**src/rtl/sat_shift_pkg.sv**
```systemverilog
package sat_shift_pkg;
    localparam logic [6:0] SAS_OPCODE = 7'b0101011;
    localparam logic [2:0] SAS_FUNCT3 = 3'b000;
    localparam int         RD_W       = 5;
    localparam int         NFIELD_W   = 7;

    typedef struct packed {
        logic                legal;
        logic [RD_W-1:0]     rd;
        logic [NFIELD_W-1:0] width;
    } sas_dec_t;
endpackage

```
**src/rtl/sas_decode.sv**
```systemverilog
module sas_decode
    import sat_shift_pkg::*;
#(
    parameter int XLEN = 32
) (
    input  logic            in_valid,
    input  logic [31:0]     instr,
    input  logic [XLEN-1:0] src_b,
    output sas_dec_t        dec
);
    logic match;
    logic width_ok;
    logic shift_ok;

    always_comb begin
        dec.rd    = instr[11:7];
        dec.width = instr[31:25];
        match     = (instr[6:0] == SAS_OPCODE) && (instr[14:12] == SAS_FUNCT3);
        width_ok  = (dec.width != '0) && (dec.width <= NFIELD_W'(XLEN));
        shift_ok  = (src_b < XLEN'(XLEN));
        dec.legal = in_valid && match && (dec.rd != '0) && width_ok && shift_ok;
    end
endmodule

```
**src/rtl/sas_shift.sv**
```systemverilog
module sas_shift #(
    parameter int XLEN = 32,
    localparam int SHW = $clog2(XLEN)
) (
    input  logic [XLEN-1:0] operand,
    input  logic [SHW-1:0]  amount,
    output logic [XLEN-1:0] shifted
);
    always_comb begin
        shifted = XLEN'($signed(operand) >>> amount);
    end
endmodule

```
**src/rtl/sas_clamp.sv**
```systemverilog
module sas_clamp
    import sat_shift_pkg::*;
#(
    parameter int XLEN = 32,
    localparam int SHW = $clog2(XLEN)
) (
    input  logic [XLEN-1:0]     value,
    input  logic [NFIELD_W-1:0] width,
    output logic [XLEN-1:0]     clamped
);
    logic [NFIELD_W-1:0] width_m1;
    logic [SHW-1:0]      pos;
    logic signed [XLEN:0] unit_w;
    logic signed [XLEN:0] lim_hi;
    logic signed [XLEN:0] lim_lo;
    logic signed [XLEN:0] wide;

    always_comb begin
        width_m1 = width - NFIELD_W'(1);
        pos      = width_m1[SHW-1:0];
        unit_w   = (XLEN+1)'(1) << pos;
        lim_hi   = unit_w - (XLEN+1)'(1);
        lim_lo   = -unit_w;
        wide     = {value[XLEN-1], value};
        if (wide > lim_hi)      clamped = lim_hi[XLEN-1:0];
        else if (wide < lim_lo) clamped = lim_lo[XLEN-1:0];
        else                    clamped = value;
    end
endmodule

```
**src/rtl/sat_shift_unit.sv**
```systemverilog
module sat_shift_unit
    import sat_shift_pkg::*;
#(
    parameter int XLEN = 32,
    localparam int SHW = $clog2(XLEN)
) (
    input  logic            clk,
    input  logic            rst_n,
    input  logic            in_valid,
    input  logic [31:0]     instr,
    input  logic [XLEN-1:0] src_a,
    input  logic [XLEN-1:0] src_b,
    output logic [RD_W-1:0] out_rd,
    output logic [XLEN-1:0] out_data,
    output logic            out_we
);
    typedef struct packed {
        logic            we;
        logic [RD_W-1:0] rd;
        logic [XLEN-1:0] data;
    } sas_out_t;

    sas_dec_t        dec;
    logic [XLEN-1:0] shifted;
    logic [XLEN-1:0] clamped;
    sas_out_t        res_d;
    sas_out_t        res_q;

    sas_decode #(.XLEN(XLEN)) u_dec (
        .in_valid (in_valid),
        .instr    (instr),
        .src_b    (src_b),
        .dec      (dec)
    );

    sas_shift #(.XLEN(XLEN)) u_shift (
        .operand (src_a),
        .amount  (src_b[SHW-1:0]),
        .shifted (shifted)
    );

    sas_clamp #(.XLEN(XLEN)) u_clamp (
        .value   (shifted),
        .width   (dec.width),
        .clamped (clamped)
    );

    always_comb begin
        res_d = '0;
        if (dec.legal) begin
            res_d.we   = 1'b1;
            res_d.rd   = dec.rd;
            res_d.data = clamped;
        end
    end

    always_ff @(posedge clk) begin
        if (!rst_n) res_q <= '0;
        else        res_q <= res_d;
    end

    assign out_we   = res_q.we;
    assign out_rd   = res_q.rd;
    assign out_data = res_q.data;
endmodule

```
**config.mk**
```make
export PLATFORM = sky130hd
export DESIGN_NAME = sat_shift_unit
export DESIGN_NICKNAME = d
export VERILOG_FILES = /design/src/rtl/sat_shift_pkg.sv /design/src/rtl/sas_decode.sv /design/src/rtl/sas_shift.sv /design/src/rtl/sas_clamp.sv /design/src/rtl/sat_shift_unit.sv
export SDC_FILE = /design/constraint.sdc
export NUM_CORES = 1
export LEC_CHECK = 0
export ABC_AREA = 1
export CAP_MARGIN = 20
export CELL_PAD_IN_SITES_DETAIL_PLACEMENT = 0
export CELL_PAD_IN_SITES_GLOBAL_PLACEMENT = 2
export CORE_MARGIN = 3
export CORE_UTILIZATION = 25
export CTS_BUF_LIST = sky130_fd_sc_hd__clkbuf_2 sky130_fd_sc_hd__clkbuf_4 sky130_fd_sc_hd__clkbuf_8
export DETAILED_ROUTE_END_ITERATION = 16
export PLACE_DENSITY = 0.82
export RECOVER_POWER = 25
export SYNTH_ARGS = -nofsm -noshare
export SYNTH_HDL_FRONTEND = slang
export SYNTH_SLANG_ARGS = --single-unit
```
**constraint.sdc**
```tcl
create_clock -name clk -period 11.3 [get_ports clk]
set_clock_uncertainty 0.2 [all_clocks]
set_input_delay 2.26 -clock clk [delete_from_list [all_inputs] [get_ports clk]]
set_output_delay 2.26 -clock clk [all_outputs]
set_load 0.05 [all_outputs]
```
After elaboration in Yosys (flattened, before gate mapping):

Index checks and enable logic that the tools add are counted.

* logic and storage cells: 26
* output and inout port bits: 38
* flip-flop bits (word level): 38
* input port bits: 99

* equal/unequal tests: 1
* shifts and indexed selects: 2
* mux-type cells: 3
* magnitude comparators: 4
* reduce and logical (&&, ||, !) cells: 10
* $add $sub $neg: 3

Operators with widths (number)
* 32-bit two-way mux: 2
* 38-bit two-way mux: 1
* 32-bit by 33-bit > comparator with 1-bit output: 1
* 32-bit by 33-bit less-than comparator with 1-bit output: 1
* 33-bit negator: 1
* 1-bit by 5-bit left shift with 33-bit output, first input constant: 1
* 33-bit by 2-bit subtractor with 33-bit output, second input constant: 1
* 32-bit by 6-bit less-than comparator with 1-bit output, second input constant: 1
* 32-bit by 5-bit >>> shifter with 32-bit output: 1
* 7-bit by 6-bit equality test with 1-bit output, second input constant: 1
* 7-bit by 6-bit less-or-equal comparator with 1-bit output, second input constant: 1
* 7-bit nonzero test: 1
* 1-bit logical AND: 6
* 5-bit nonzero test: 1
* 5-bit by 1-bit subtractor with 5-bit output, second input constant: 1
* 3-bit logical NOT: 1
* 2-bit AND reduction: 1

Logic depth before layout (Yosys ltp):

* depth in word-level cells: 7
* depth in mapped cells: 34
* mapped depth without buffers: 32

By module:

From an unflattened synthesis, not the netlist that was laid out.

* cell total of the unflattened synthesis: 1346
* area, all modules: 7848.8 um^2

Modules (own cells, without submodules)
* sas_clamp: cells an instance 784, sequential area each 0.0 um^2, area an instance 4581.9 um^2, instances 1
* sas_shift: cells an instance 382, sequential area each 0.0 um^2, area an instance 1835.5 um^2, instances 1
* sat_shift_unit: cells an instance 118, sequential area each 760.7 um^2, area an instance 1132.3 um^2, instances 1
* sas_decode: cells an instance 62, sequential area each 0.0 um^2, area an instance 299.0 um^2, instances 1

Least setup slack after synthesis:

OpenSTA, ideal clock, no wires.

* kind: input to register
* start point: input port instr[27]
* end point: register res_q, in the netlist out_data[11]
* setup slack: 5.462 ns
* arrival time: 5.528 ns
* stages on the path: 29
* setup time: 0.110 ns
* path buffers: 2
* data required time: 10.990 ns
* path through: clkbuf_2 > nor2_4 > nand3_4 > nand2_2 > inv_1 > nand2_1 > ha_1 > nand2_1 > inv_1 > nand2_1 > nor2_2 > inv_1 > nor2_2 > nand2_1 > nand2_1 > nand2_1 > ha_1 > nand2_1 > nor2_1 > nand4_1 > nor2_1 > nand3b_1 > nand4_1 > nand2_1 > inv_2 > buf_2 > nand2_1 > nand3_1 > inv_1

* word-level cells in the longest chain between the ends: 6
* elaborated cells on any way between the ends: 14
* those cells by class: add/sub: 3; order compare: 3; shift: 1; mux: 2; reduce/logical: 5

RTL lines
* start: declaration: RTL line sat_shift_unit.sv:10 `input logic [31:0] instr,`
* 5-bit by 1-bit subtractor with 5-bit output: RTL line sas_clamp.sv:19 `width_m1 = width - NFIELD_W'(1);`
* 1-bit by 5-bit left shift with 33-bit output: RTL line sas_clamp.sv:21 `unit_w = (XLEN+1)'(1) << pos;`
* 33-bit negator: RTL line sas_clamp.sv:23 `lim_lo = -unit_w;`
* 32-bit by 33-bit less-than comparator with 1-bit output: RTL line sas_clamp.sv:26 `else if (wide < lim_lo) clamped = lim_lo[XLEN-1:0];`
* 32-bit two-way mux: RTL line sas_clamp.sv:26
* 32-bit two-way mux: RTL line sas_clamp.sv:25 `if (wide > lim_hi) clamped = lim_hi[XLEN-1:0];`
* end signal: assignment: RTL line sat_shift_unit.sv:59 `else res_q <= res_d;`
* end: declaration: RTL line sat_shift_unit.sv:27 `sas_out_t res_q;`

Several ways; a longest one is shown, not always the timed one.
A chain may end at the register's enable or synchronous reset.

Worst setup path after layout:

* start point: input port instr[29]
* end point: register res_q, in the netlist out_data[28]

Same word-level chain as after synthesis.

==> flow_summary.yaml <==
routing:
  drt_iter0_markers: 542
  ant_nets: 0
  drc: 0
  routedWlPerCell_um: 15.5
  dr_total_vias: 7927
  firstDrtPassIters: 5
  drt_wl_total_mm: 25.9
  vias_per_cell: 4.75
die:
  die_h_um: 169
  ios: 137
  core_um2: 26100
  row_count: 59
  die_area_um2: 28600
  start_util_pct: 25.5
  die_width_um: 169
flow_run:
  maxCapViolations: 0
synth:
  synth_ff_type: "dfxtp_1"
  synth-edff-count: 0
  synth_top_area_cell: "nand2_1"
  ys_seq_elements: 38
  syn_inst: 1239
  synth.distinct_cells: 44
  syn-num-nets: 1406
  synth_seq_area_share_pct: 11.4
  synth_common_cells: "406 x nand2_1, 236 x nand3_1, 144 x inv_1"
  async_reset_ff_share_pct: 0
  ys_warn_count: 0
  syn_area_um2: 6660
  yosysTopAreaCellShare_pct: 22.9
  synth.most_common_cell: "nand2_1"
  synth_area_leaders: "nand2_1 23%, nand3_1 18%, ha_1 13%, dfxtp_1 11%, inv_1 8.1%"
  postSynthAreaPerCell_um2: 5.37
sta:
  worst_pin_slew_ps: 778
  hold_violations: 0
  drv_slew: 0
  fmax_mhz: 126
  rsz0062_at_grt: "no"
  finalCritPeriodShare_pct: 70.5
  fin_setup_tns_ps: 0
  max_slew_margin_pct: 47.9
  setup_violations: 0
  setup_slack_ps: 3330
  finalCriticalPeriod_ps: 7970
cells_and_area:
  postLayoutCoreUtil_pct: 31.8
  n_antenna_cell: 0
  syn2layout_area_growth_pct: 24.8
  fin_nets: 1501
  regArea_um2: 761
  multi_input_area_um2: 5100
  fin_cells: 1670
  fillers: 3015
  drive_gt1_share_pct: 4.72
placement:
  portBuffers: 126
  dpl.hpwl_mm: 21.4
  gp_routability_congestion: 0.880
  dp_slack_ps: 3060
  dp.cells: 1662
clocking:
  cts.sinks: 38
  cts_tree: "built"
  post_cts_resized: 0
  numCtsBuffers: 5
  clockBufferDepth: 2
  cts_setup_buffers: 0
  cts_hold_buf: 0
  clkSlewWorstSetupHoldPaths_ps: 80
  cts_root_buf: "clkbuf_8"
  htree_levels: 2
grt:
  track_usage_pct: 17.7
  grt_pass1_vias: 7434
  grt_overflow_total: 0
  grt_pass1_wl_mm: 40.9
  grt_antenna_before_repair: 0
  grt_max_degree: 45
outcome:
  outcome: "finished, final reports clean"
pwr:
  p_per_area_nw_per_um2: 81.6
  p_leak_nw: 4.50
  vdd_drop_max_v: 0.0000550
  power_mw: 0.678
setup_path:
  critPathMostFrequentCell: "nand2_1"
  critPathLaunch: "instr[29]"
  crit_arrival_ps: 7970
  cp.required_ps: 11310
  crit_path_end_kind: "flip-flop"
  setup.worst_path.start_class: "input port"
  cpPeakStageDelay_ps: 620
  path_max_fanout: 41
  critPathSlowestCell: "clkdlybuf4s50_1"
  crit_type: "input port to flip-flop"
worst_hold_path:
  hp-start: "instr[11]"
  hp-class: "input port to flip-flop"
==> layout by cell type, fill, tap and decap left out, types with 2 or more instances in the layout <==
cell type,n
o211ai_1,7
nand3_1,236
o21ai_2,2
clkbuf_8,6
inv_2,7
nand2_1,406
nor3_1,3
inv_1,144
clkinv_1,3
and2_1,2
xor2_1,9
nor4_1,8
nand4_1,17
nand2_2,8
or2_2,4
a21o_1,5
nand2_4,2
conb_1,2
a21oi_1,42
nand3b_1,2
nand3_2,3
xnor2_1,2
buf_4,13
clkdlybuf4s50_1,107
ha_1,68
nor2_2,10
nor2_4,3
dfxtp_1,38
dlygate4sd3_1,19
o21ai_0,41
nor2_1,103
==> sequential cells by signal, summed over array words and instances (netlist names) <==
| signal | count |
|---|---|
| out_we | 1 |
| out_data | 32 |
| out_rd | 5 |
==> cell families (layout without fill, tap and decap cells) <==
| family | after synthesis | count (layout) | synth area share [%] |
|---|---|---|---|
| buf+inv | 205 | 301 | 12.1 |
| simple gates | 813 | 813 | 53.7 |
| compound gates | 102 | 102 | 8.44 |
| xor+xnor | 11 | 11 | 1.45 |
| fa+ha+maj | 68 | 68 | 12.8 |
| other cells | 2 | 2 | 0.113 |
| flops | 38 | 38 | 11.4 |
==> critical path: cells and delay by family <==
kind | cells | cell delay (ps)
XOR/XNOR | 1 | 410
AND/OR/NAND/NOR | 17 | 2400
buffers and inverters | 5 | 1840
AO/OA/AOI/OAI | 2 | 400
adder cells (fa/ha/maj) | 2 | 620
==> final timing paths <==
path	end	slack [ps]	cells after the start
min	out_rd[4]	2290	3
max	out_data[28]	3330	27
==> where the power goes <==
group / switching, mW / internal [mW] / leakage [nW]
clock network: 0.0593 / 0.0492 / 0.0472
registers: 0.0000000000000382 / 0.134 / 0.306
logic: 0.283 / 0.152 / 4.14
==> metal layers <==
metal  global-route usage (%)  vias to the layer above  wire length, µm
met1                     24.9                     3571            12400
met2                     30.0                      137            12300
met5                        0                        -                0
met3                    0.978                       25              787
li1                         -                     4194                -
met4                     4.30                        0              470
==> final cells by class <==
| cell class | count | area share (%) |
|---|---|---|
| Inverter | 154 | 6.96 |
| Clock inverter | 2 | 0.151 |
| Clock buffer | 6 | 0.994 |
| Multi-Input combinational cell | 996 | 61.3 |
| Tap cell | 335 | 5.04 |
| Timing Repair Buffer | 139 | 16.4 |
| Sequential cell | 38 | 9.16 |
==> per-stage QoR <==
stage | hold WS, ps | area, µm²
floorplan | 2170 | 6660
global placement | 2620 | 8210
detailed placement | 2610 | 8210
CTS | 2280 | 8310
global route | 2300 | 8310
finish | 2290 | 8310
Note: power is estimated with default switching activity, not from simulation.
